### src/rtl/rxq_pkg.sv
package rxq_pkg;
  localparam int unsigned ESIZE_W = 3;
  localparam int unsigned WORDS_W = 5;

  // sticky event flags, bit 2 lost, bit 1 full, bit 0 watermark
  typedef struct packed {
    logic lost;
    logic full;
    logic wm;
  } rxq_flags_t;

  function automatic logic [WORDS_W-1:0] elem_words(input logic [ESIZE_W-1:0] code);
    logic [WORDS_W-1:0] w;
    case (code)
      3'd0: w = 5'd4;
      3'd1: w = 5'd5;
      3'd2: w = 5'd6;
      3'd3: w = 5'd7;
      3'd4: w = 5'd8;
      3'd5: w = 5'd10;
      3'd6: w = 5'd14;
      default: w = 5'd18;
    endcase
    return w;
  endfunction
endpackage

### src/rtl/rxq_addr.sv
module rxq_addr #(
  parameter int IW = 6,
  parameter int AW = 16
) (
  input  logic [AW-1:0]                  base,
  input  logic [rxq_pkg::ESIZE_W-1:0]    esize,
  input  logic [IW-1:0]                  idx,
  output logic [AW-1:0]                  addr
);
  logic [AW-1:0] words;

  always_comb begin
    words = AW'(rxq_pkg::elem_words(esize));
    addr  = base + AW'(idx) * words;
  end
endmodule

### src/rtl/rxq_index.sv
module rxq_index #(
  parameter int IW = 6,
  parameter int CW = 7
) (
  input  logic          clk,
  input  logic          rst,
  input  logic [CW-1:0] cfg_depth,
  input  logic          cfg_ovw,
  input  logic          msg_valid,
  input  logic          ack_we,
  input  logic [IW-1:0] ack_idx,
  output logic          store,
  output logic          drop,
  output logic [IW-1:0] put_q,
  output logic [IW-1:0] get_q,
  output logic          full_q,
  output logic [CW-1:0] fill_q,
  output logic          full_n,
  output logic [CW-1:0] fill_n
);
  logic [IW-1:0] put_n, get_n;
  logic          ack_ok, push_full;

  function automatic logic [IW-1:0] step_idx(input logic [IW-1:0] i, input logic [CW-1:0] d);
    return ({1'b0, i} == d - CW'(1)) ? '0 : i + IW'(1);
  endfunction

  always_comb begin
    ack_ok    = ack_we && ({1'b0, ack_idx} < cfg_depth);
    store     = msg_valid && (!full_q || cfg_ovw);
    drop      = msg_valid && full_q && !cfg_ovw;
    push_full = store && full_q;
    put_n     = store ? step_idx(put_q, cfg_depth) : put_q;
    if (ack_ok)         get_n = ack_idx;
    else if (push_full) get_n = step_idx(get_q, cfg_depth);
    else                get_n = get_q;
    full_n = (put_n == get_n) && (store || (full_q && !ack_ok));
    if (full_n)                           fill_n = cfg_depth;
    else if ({1'b0, put_n} >= {1'b0, get_n}) fill_n = {1'b0, put_n} - {1'b0, get_n};
    else                                  fill_n = {1'b0, put_n} + cfg_depth - {1'b0, get_n};
  end

  always_ff @(posedge clk) begin
    if (rst) begin
      put_q  <= '0;
      get_q  <= '0;
      full_q <= 1'b0;
      fill_q <= '0;
    end else begin
      put_q  <= put_n;
      get_q  <= get_n;
      full_q <= full_n;
      fill_q <= fill_n;
    end
  end

  assert_put_range_R3: assert property (@(posedge clk) disable iff (rst)
    {1'b0, put_q} < cfg_depth);
  assert_full_match_R4: assert property (@(posedge clk) disable iff (rst)
    full_q |-> (put_q == get_q));
  assert_block_hold_R5: assert property (@(posedge clk) disable iff (rst)
    (msg_valid && full_q && !cfg_ovw && !ack_we) |=> ($stable(put_q) && full_q));
  assert_ovw_stays_full_R6: assert property (@(posedge clk) disable iff (rst)
    (msg_valid && full_q && cfg_ovw && !ack_we) |=> full_q);
  assert_fill_bound_R9: assert property (@(posedge clk) disable iff (rst)
    fill_q <= cfg_depth);
endmodule

### src/rtl/rxq_flags.sv
module rxq_flags #(
  parameter int CW = 7
) (
  input  logic                clk,
  input  logic                rst,
  input  logic [CW-1:0]       cfg_wm,
  input  logic [CW-1:0]       fill_q,
  input  logic [CW-1:0]       fill_n,
  input  logic                full_q,
  input  logic                full_n,
  input  logic                drop,
  input  logic [2:0]          clr,
  output rxq_pkg::rxq_flags_t flags_q
);
  rxq_pkg::rxq_flags_t set_v, flags_n;

  always_comb begin
    set_v.wm   = (cfg_wm != '0) && (fill_q < cfg_wm) && (fill_n >= cfg_wm);
    set_v.full = full_n && !full_q;
    set_v.lost = drop;
    flags_n    = (flags_q & ~clr) | set_v;
  end

  always_ff @(posedge clk) begin
    if (rst) flags_q <= '0;
    else     flags_q <= flags_n;
  end

  assert_lost_on_drop_R5: assert property (@(posedge clk) disable iff (rst)
    drop |=> flags_q.lost);
  assert_wm_disabled_R10: assert property (@(posedge clk) disable iff (rst)
    (cfg_wm == '0 && !flags_q.wm) |=> !flags_q.wm);
  assert_full_sticky_R11: assert property (@(posedge clk) disable iff (rst)
    (flags_q.full && !clr[1]) |=> flags_q.full);
  assert_lost_sticky_R11: assert property (@(posedge clk) disable iff (rst)
    (flags_q.lost && !clr[2]) |=> flags_q.lost);
endmodule

### src/rtl/rxq_ctrl.sv
module rxq_ctrl #(
  parameter int DEPTH_MAX = 64,
  parameter int AW        = 16,
  localparam int IW       = $clog2(DEPTH_MAX),
  localparam int CW       = IW + 1
) (
  input  logic          clk,
  input  logic          rst,
  input  logic [CW-1:0] cfg_depth,
  input  logic [2:0]    cfg_esize,
  input  logic [AW-1:0] cfg_base,
  input  logic [CW-1:0] cfg_wm,
  input  logic          cfg_ovw,
  input  logic          msg_valid,
  input  logic          ack_we,
  input  logic [IW-1:0] ack_idx,
  input  logic [2:0]    irq_clr,
  output logic          wr_en,
  output logic [AW-1:0] wr_addr,
  output logic [AW-1:0] rd_addr,
  output logic [IW-1:0] put_idx,
  output logic [IW-1:0] get_idx,
  output logic [CW-1:0] fill_lvl,
  output logic          fifo_full,
  output logic          irq_wm,
  output logic          irq_full,
  output logic          irq_lost
);
  localparam int NPORT = 2;

  logic                store, drop, full_q, full_n;
  logic [IW-1:0]       put_q, get_q;
  logic [CW-1:0]       fill_q, fill_n;
  rxq_pkg::rxq_flags_t flags_q;
  logic [IW-1:0]       idx_sel [NPORT];
  logic [AW-1:0]       addr_v  [NPORT];

  rxq_index #(.IW(IW), .CW(CW)) u_index (
    .clk(clk), .rst(rst), .cfg_depth(cfg_depth), .cfg_ovw(cfg_ovw),
    .msg_valid(msg_valid), .ack_we(ack_we), .ack_idx(ack_idx),
    .store(store), .drop(drop), .put_q(put_q), .get_q(get_q),
    .full_q(full_q), .fill_q(fill_q), .full_n(full_n), .fill_n(fill_n)
  );

  rxq_flags #(.CW(CW)) u_flags (
    .clk(clk), .rst(rst), .cfg_wm(cfg_wm), .fill_q(fill_q), .fill_n(fill_n),
    .full_q(full_q), .full_n(full_n), .drop(drop), .clr(irq_clr),
    .flags_q(flags_q)
  );

  assign idx_sel[0] = put_q;
  assign idx_sel[1] = get_q;

  for (genvar g = 0; g < NPORT; g++) begin : g_addr
    rxq_addr #(.IW(IW), .AW(AW)) u_addr (
      .base(cfg_base), .esize(cfg_esize), .idx(idx_sel[g]), .addr(addr_v[g])
    );
  end

  assign wr_en     = store;
  assign wr_addr   = addr_v[0];
  assign rd_addr   = addr_v[1];
  assign put_idx   = put_q;
  assign get_idx   = get_q;
  assign fill_lvl  = fill_q;
  assign fifo_full = full_q;
  assign irq_wm    = flags_q.wm;
  assign irq_full  = flags_q.full;
  assign irq_lost  = flags_q.lost;

  assert_store_gate_R5: assert property (@(posedge clk) disable iff (rst)
    (fifo_full && !cfg_ovw) |-> !wr_en);
endmodule

### config.mk
export PLATFORM = sky130hd
export DESIGN_NAME = rxq_ctrl
export DESIGN_NICKNAME = d
export VERILOG_FILES = /design/src/rtl/rxq_pkg.sv /design/src/rtl/rxq_addr.sv /design/src/rtl/rxq_index.sv /design/src/rtl/rxq_flags.sv /design/src/rtl/rxq_ctrl.sv
export SDC_FILE = /design/constraint.sdc
export NUM_CORES = 1
export LEC_CHECK = 0
export ABC_AREA = 1
export ABC_CLOCK_PERIOD_IN_PS = 5100
export BUFFER_PORTS_ARGS = -buffer_cell sky130_fd_sc_hd__buf_4
export CAP_MARGIN = 20
export CORE_UTILIZATION = 55
export CTS_BUF_LIST = sky130_fd_sc_hd__clkbuf_2
export CTS_CLUSTER_DIAMETER = 100
export DETAILED_ROUTE_END_ITERATION = 6
export PLACE_DENSITY = 0.79
export SLEW_MARGIN = 5
export SYNTH_ARGS = -nofsm -noshare
export SYNTH_HDL_FRONTEND = slang
export SYNTH_SLANG_ARGS = --single-unit
### constraint.sdc
create_clock -name clk -period 5.1 [get_ports clk]
set_clock_uncertainty 0.1 [all_clocks]
set_input_delay 0 -clock clk [delete_from_list [all_inputs] [get_ports clk]]
set_output_delay 0 -clock clk [all_outputs]
set_load 0.03 [all_outputs]
# --- Yosys cells after proc, flatten, opt, wreduce, memory -nomap -nowiden ---
# Index checks and enable logic that the tools add are counted.
totals:
  out_inout_bits: 56
  latchBits: 0
  ramBits: 0
  n_memories: 0
  regBits: 23
  romBits: 0
classes:
  n_eq_ne: 9
  n_reduce_logical: 17
  div: 0
  muxes: 8
  n_mul: 2
  shifts: 0
  n_lt_le_gt_ge: 4
  n_bitwise: 3
  addsub: 8
op_table:
  columns: ["operator", "count"]
  rows:
  - ["5-bit case mux with 7 select lines", 1]
  - ["16-bit by 11-bit adder with 16-bit output", 2]
  - ["6-bit 2-to-1 mux", 5]
  - ["6-bit by 5-bit multiplier with 11-bit output", 2]
  - ["6-bit by 7-bit equality test with 1-bit output", 2]
  - ["7-bit 2-to-1 mux", 2]
  - ["6-bit by 1-bit adder with 6-bit output (second input constant)", 2]
  - ["1-bit logical AND", 10]
  - ["3-bit equality test (second input constant)", 3]
  - ["6-bit by 7-bit adder with 7-bit output", 1]
  - ["7-bit >= comparator", 1]
  - ["6-bit by 7-bit less-than comparator with 1-bit output", 1]
  - ["7-bit less-than comparator", 1]
  - ["7-bit nonzero test", 1]
  - ["6-bit by 6-bit subtractor with 7-bit output", 1]
  - ["7-bit by 1-bit subtractor with 7-bit output (second input constant)", 1]
  - ["7-bit by 6-bit subtractor with 7-bit output", 1]
  - ["3-bit by 2-bit equality test with 1-bit output (second input constant)", 2]
  - ["6-bit equality test", 1]
  - ["6-bit >= comparator", 1]
  - ["3-bit AND", 1]
  - ["3-bit by 1-bit equality test with 1-bit output (second input constant)", 1]
  - ["1-bit logical NOT", 3]
  - ["3-bit logical NOT", 1]
  - ["3 further kinds", 4]

# --- Logic depth before layout (Yosys ltp) ---
depth:
  depth_word: 12
  mapped_depth: 35
  depth_no_buf: 35

# --- Cells and area by module ---
# A second synthesis with hierarchy kept.
unflattened:
  cells_unflattened: 937
  hier_area_um2: 5993.2
modules_own_cells:
  columns: ["mod", "cells_per_inst", "area_per_inst_um2", "instances", "seq_area_each_um2"]
  rows:
  - ["rxq_index", 359, 2356.0, 1, 400.4]
  - ["rxq_addr (g_addr[1].u_addr)", 247, 1581.5, 1, 0.0]
  - ["rxq_addr (g_addr[0].u_addr)", 248, 1552.7, 1, 0.0]
  - ["rxq_flags", 83, 503.0, 1, 60.1]

# --- Worst setup path before layout ---
# OpenSTA, ideal clock, no wires.
synth_timing:
  kind: "reg-to-reg"
  from: "register u_index.full_q"
  to: "register u_flags.flags_q[0] (netlist name)"
  arrival_time_ns: 3.820
  path_buffers: 0
  slack_ns: 1.109
  stages_incl_launch_ff: 28
  synth_period_minus_slack_ns: 3.991
  cell_sequence: "dfxtp_1 > inv_2 > o21ai_4 > inv_2 > nand3_1 > nor2_1 > xor2_1 > nand2_2 > fa_1 > inv_1 > ha_1 > nand2_1 > or2_2 > nand4_1 > nand3_1 > nand2_1 > nand2_1 > nand2_1 > inv_1 > ha_1 > nand2_1 > inv_1 > nand2_1 > nor2_1 > nand3_1 > o2111ai_1 > nand2_1 > a21oi_1"
synth_via:
  elab_chain_cells: 12
synth_lines:
  columns: ["element", "line_no", "rtl"]
  rows:
  - ["start, declared", "rxq_index.sv:16", "output logic full_q,"]
  - ["start signal, assigned", "rxq_index.sv:52", "full_q <= full_n;"]
  - ["1-bit logical NOT *", "rxq_index.sv:30", "store = msg_valid && (!full_q || cfg_ovw);"]
  - ["1-bit logical OR *", "rxq_index.sv:30", null]
  - ["1-bit logical AND *", "rxq_index.sv:30", null]
  - ["net wr_en", "rxq_ctrl.sv:18", "output logic wr_en,"]
  - ["branches (longest 5 deep; another with 6-bit by 7-bit adder with 7-bit output)", null, null]
  - ["7-bit 2-to-1 mux *", "rxq_index.sv:38", "if (full_n) fill_n = cfg_depth;"]
  - ["net fill_n[6]", "rxq_ctrl.sv:33", "logic [CW-1:0] fill_q, fill_n;"]
  - ["7-bit >= comparator *", "rxq_flags.sv:18", "set_v.wm = (cfg_wm != '0) && (fill_q < cfg_wm) && (fill_n >= cfg_wm);"]
  - ["1-bit logical AND *", "rxq_flags.sv:18", null]
  - ["3-bit bitwise OR *", "rxq_flags.sv:21", "flags_n = (flags_q & ~clr) | set_v;"]
# Mark *: on every way through the listed nets, which the timed path passes.
# A chain may end at the register's enable or synchronous reset.

# --- Worst setup path after layout ---
layout_timing:
  from: "input cfg_depth[0]"
  to: "register u_flags.flags_q[0] (netlist name)"
layout_via:
  elab_chain_cells: 11
layout_lines:
  columns: ["element", "line_no", "rtl"]
  rows:
  - ["start, declared", "rxq_ctrl.sv:9", "input logic [CW-1:0] cfg_depth,"]
  - ["7-bit by 1-bit subtractor with 7-bit output", "rxq_index.sv:25", "return ({1'b0, i} == d - CW'(1)) ? '0 : i + IW'(1);"]
  - ["6-bit by 7-bit equality test with 1-bit output", "rxq_index.sv:25", null]
  - ["6-bit 2-to-1 mux", "rxq_index.sv:25", null]
  - ["6-bit 2-to-1 mux", "rxq_index.sv:35", "else if (push_full) get_n = step_idx(get_q, cfg_depth);"]
  - ["6-bit 2-to-1 mux *", "rxq_index.sv:34", "if (ack_ok) get_n = ack_idx;"]
  - ["net u_index.get_n[5]", "rxq_index.sv:21", "logic [IW-1:0] put_n, get_n;"]
  - ["7-bit by 6-bit subtractor with 7-bit output (tied with other cells)", "rxq_index.sv:40", "else fill_n = {1'b0, put_n} + cfg_depth - {1'b0, get_n};"]
  - ["7-bit 2-to-1 mux or 1-bit logical AND (tied branches)", "rxq_index.sv:39, rxq_index.sv:37", null]
  - ["7-bit 2-to-1 mux *", "rxq_index.sv:38", null]
  - ["net fill_n[6]", "rxq_ctrl.sv:33", null]
  - ["7-bit >= comparator *", "rxq_flags.sv:18", null]
  - ["1-bit logical AND *", "rxq_flags.sv:18", null]
  - ["3-bit bitwise OR *", "rxq_flags.sv:21", null]
# Mark *: on every way through the listed nets, which the timed path passes. The rest lies on a longest branch.

==> summary.md <==
| Metric | Value |
|---|---|
| Synth cell types | `41` |
| Inserted Clock Buffers | `3` |
| WP data required | `5.33 ns` |
| Final Util | `0.705` |
| Core area | `0.00968 sq mm` |
| Clock latency on the worst-skew pair | `0.37 ns` |
| Max-slew headroom | `0.400` |
| Reg2Reg Setup Slack | `0.30 ns` |
| Vias per inst | `5.32` |
| Diodes inserted | `0` |
| Register-to-Register Path Depth | `31` |
| Mapped Avg Cell Area | `6.93 sq um` |
| Seq/Total Area, Yosys | `0.0842` |
| Reg-to-reg startpoint | `u_index.get_q[0]` |
| Hold depth | `5` |
| Slew @ Worst Pin | `0.897 ns` |
| Clock slew seen by the registers of the worst setup and hold paths | `0.25 ns` |
| Top FF cell, synth | `dfxtp_1` |
| Max frequency | `207 MHz` |
| Post-Synthesis Cells | `789` |
| GRT Total Usage | `0.309` |
| Routed WL per cell | `14.9 microns` |
| Setup slack at placement | `0.654 ns` |
| Vias in the first global route | `5306` |
| Row count | `36` |
| Hold path endpoint | `u_index.fill_q[1]` |
| PwrDens | `203 mW/mm^2` |
| Die Ht | `102 microns` |
| WL final | `15700 microns` |
| Max-cap violations | `0` |
| Min-delay src | `cfg_depth[1]` |
| Hold Fails Final Rpt | `0` |
| Async S/R FF share, synth | `0` |
| Worst Setup End Kind | `flip-flop` |
| Final #Nets | `1088` |
| CTS H-tree lvls | `1` |
| Iter 0 DRT Violations | `336` |
| Initial antenna violation count | `0` |
| Largest stage delay on the critical path | `0.56 ns` |
| Crit path kind | `in -> reg` |
| CP dominant cell by count | `nand2_1` |
| Crit start category | `input pin` |
| Hold WC Path Type | `in -> reg` |
| Post-layout power | `1.39 mW` |
| Clock buffer depth | `2` |
| Worst vdd ir | `149 uV` |
| Pleak | `3.77 nW` |
| Ranking of synthesized cells by area | `fa_1 (18%), ha_1 (17%), nand2_1 (13%), inv_1 (9.7%), dfxtp_1 (8.4%)` |
| Final ANT Viol Nets | `0` |
| Register bit total from synthesis | `23` |
| I/O pin cnt | `103` |
| Area grow syn2layout | `24.9%` |
| Global placement routability congestion | `0.914` |
| Clk sinks | `23` |
| Drt drc | `0` |
| Critical-path top delay cell | `dlygate4sd3_1` |
| Number of synthesized flops with an enable pin | `0` |
| Synth top area share | `0.179` |
| Via count | `5583` |
| Initial Util | `0.565` |
| Synth warn | `0` |
| Crit Reg-Reg Endpoint | `u_flags.flags_q[0]` |
| CP max FO | `7` |
| Die X | `102 microns` |
| Final Max Tran Viols | `0` |
| Status | `finished clean` |
| Final setup margin | `0.269 ns` |
| Most common cell after layout, fill and taps aside | `nand2_1` |
| CTS tree | `built` |
| Cell taking the most area after synthesis | `fa_1` |
| CTS root buffer | `clkbuf_2` |
| Final setup fails | `0` |
| Post-Syn Area | `0.00547 sq mm` |
| Fin crit share | `0.947` |
| First-pass GRT wire length | `25000 microns` |
| Syn_nets | `960` |
| DRT Pass-1 Iters | `6` |
| CP arrival | `5.07 ns` |
| Pin count of the biggest net entering global routing | `24` |
| Highest-count cells in the layout ignoring fill and taps | `nand2_1 (184), inv_1 (139), buf_4 (108)` |
| Overflow after GRT | `0` |
| Crit path time final | `4.83 ns` |
| Share of cells above drive strength 1 | `0.228` |
| Die area | `0.0103 sq mm` |
| Hpwl dp | `12900 microns` |
| I/O Buffers | `102` |
==> Yosys cell counts (all sizes together) (2+ instances only) <==
| library cell | instances |
|---|---|
| nand4 | 12 |
| inv | 157 |
| clkbuf | 6 |
| xor2 | 28 |
| xnor2 | 8 |
| a31oi | 5 |
| buf | 2 |
| ha | 75 |
| and2 | 2 |
| nand2 | 212 |
| a21o | 2 |
| o21bai | 3 |
| dfxtp | 23 |
| nor3 | 4 |
| nor2 | 77 |
| nand3 | 58 |
| a21oi | 43 |
| or2 | 3 |
| o21ai | 12 |
| a21boi | 2 |
| fa | 49 |
==> critical path, delay by kind of cell <==
family	cells	cell delay (ns)
adders and majority gates	4	1.34
buffers and inverters	8	1.57
AOI/OAI and AO/OA	2	0.22
and+or+nand+nor	21	1.92
==> logic make-up (layout without fill, tap and decap cells) <==
logic type | count (synthesis) | count (layout) | synth area share
AND/OR/NAND/NOR | 371 | 371 | 0.316
buffers and inverters | 166 | 293 | 0.114
adder cells (fa/ha/maj) | 124 | 124 | 0.351
AO/OA/AOI/OAI | 69 | 69 | 0.0737
XOR/XNOR | 36 | 36 | 0.0611
flip-flops | 23 | 23 | 0.0842
==> cell type report <==
class,instances,area [sq um]
clock inverter,1,5.00
tap,133,166
fill,838,2850
inverter,158,598
timing repair buffer,131,1040
sequential,23,468
multi-input combinational,600,4540
clock buffer,3,15.0
==> flip-flops by register name, summed over array words and instances (netlist names) <==
name,cells
u_index.get_q,6
u_index.full_q,1
u_index.put_q,6
u_index.fill_q,7
u_flags.flags_q,3
==> worst max-delay path by stage <==
| stage | slack [ns] | from | end |
|---|---|---|---|
| floorplan | 1.11 | u_index.full_q | u_flags.flags_q[0] |
| global route | -0.0009 | cfg_depth[0] | u_flags.flags_q[0] |
| detailed placement | 0.65 | cfg_depth[4] | u_flags.flags_q[0] |
| global placement | 0.71 | cfg_depth[4] | u_flags.flags_q[0] |
| finish | 0.27 | cfg_depth[0] | u_flags.flags_q[0] |
| CTS | 0.05 | cfg_depth[0] | u_flags.flags_q[0] |
==> per-stage QoR <==
step	cell area, sq um	instances	TNS (ns)	hold WS, ns
detailed placement	6380	1018	0	0.171
global route	6830	1049	-0.000910	0.0514
CTS	6620	1044	0	0.00133
global placement	6380	1018	0	0.152
floorplan	5470	789	0	-0.0309
finish	6830	1049	0	0.0286
==> what timing repair did <==
item,4_1_cts,5_1_grt
endpoints found under the hold margin,23,0
setup buffers,0,5
hold buffers,22,0
resized for setup,0,39
endpoints found under the setup margin,0,1
==> where the power goes <==
group	internal [mW]	total, mW	switching (mW)
clock	0.0178	0.0839	0.0661
sequential	0.209	0.236	0.0270
combinational	0.418	1.07	0.652
==> metal layers <==
layer | up-vias | GRT usage | part of all wire
met3 | 19 | 0.0435 | 0.081
met1 | 2601 | 0.438 | 0.45
met5 | - | 0 | 0
li1 | 2718 | - | -
met2 | 245 | 0.503 | 0.46
met4 | 0 | 0.0580 | 0.010
No activity file was read; power rests on OpenSTA's default activity.
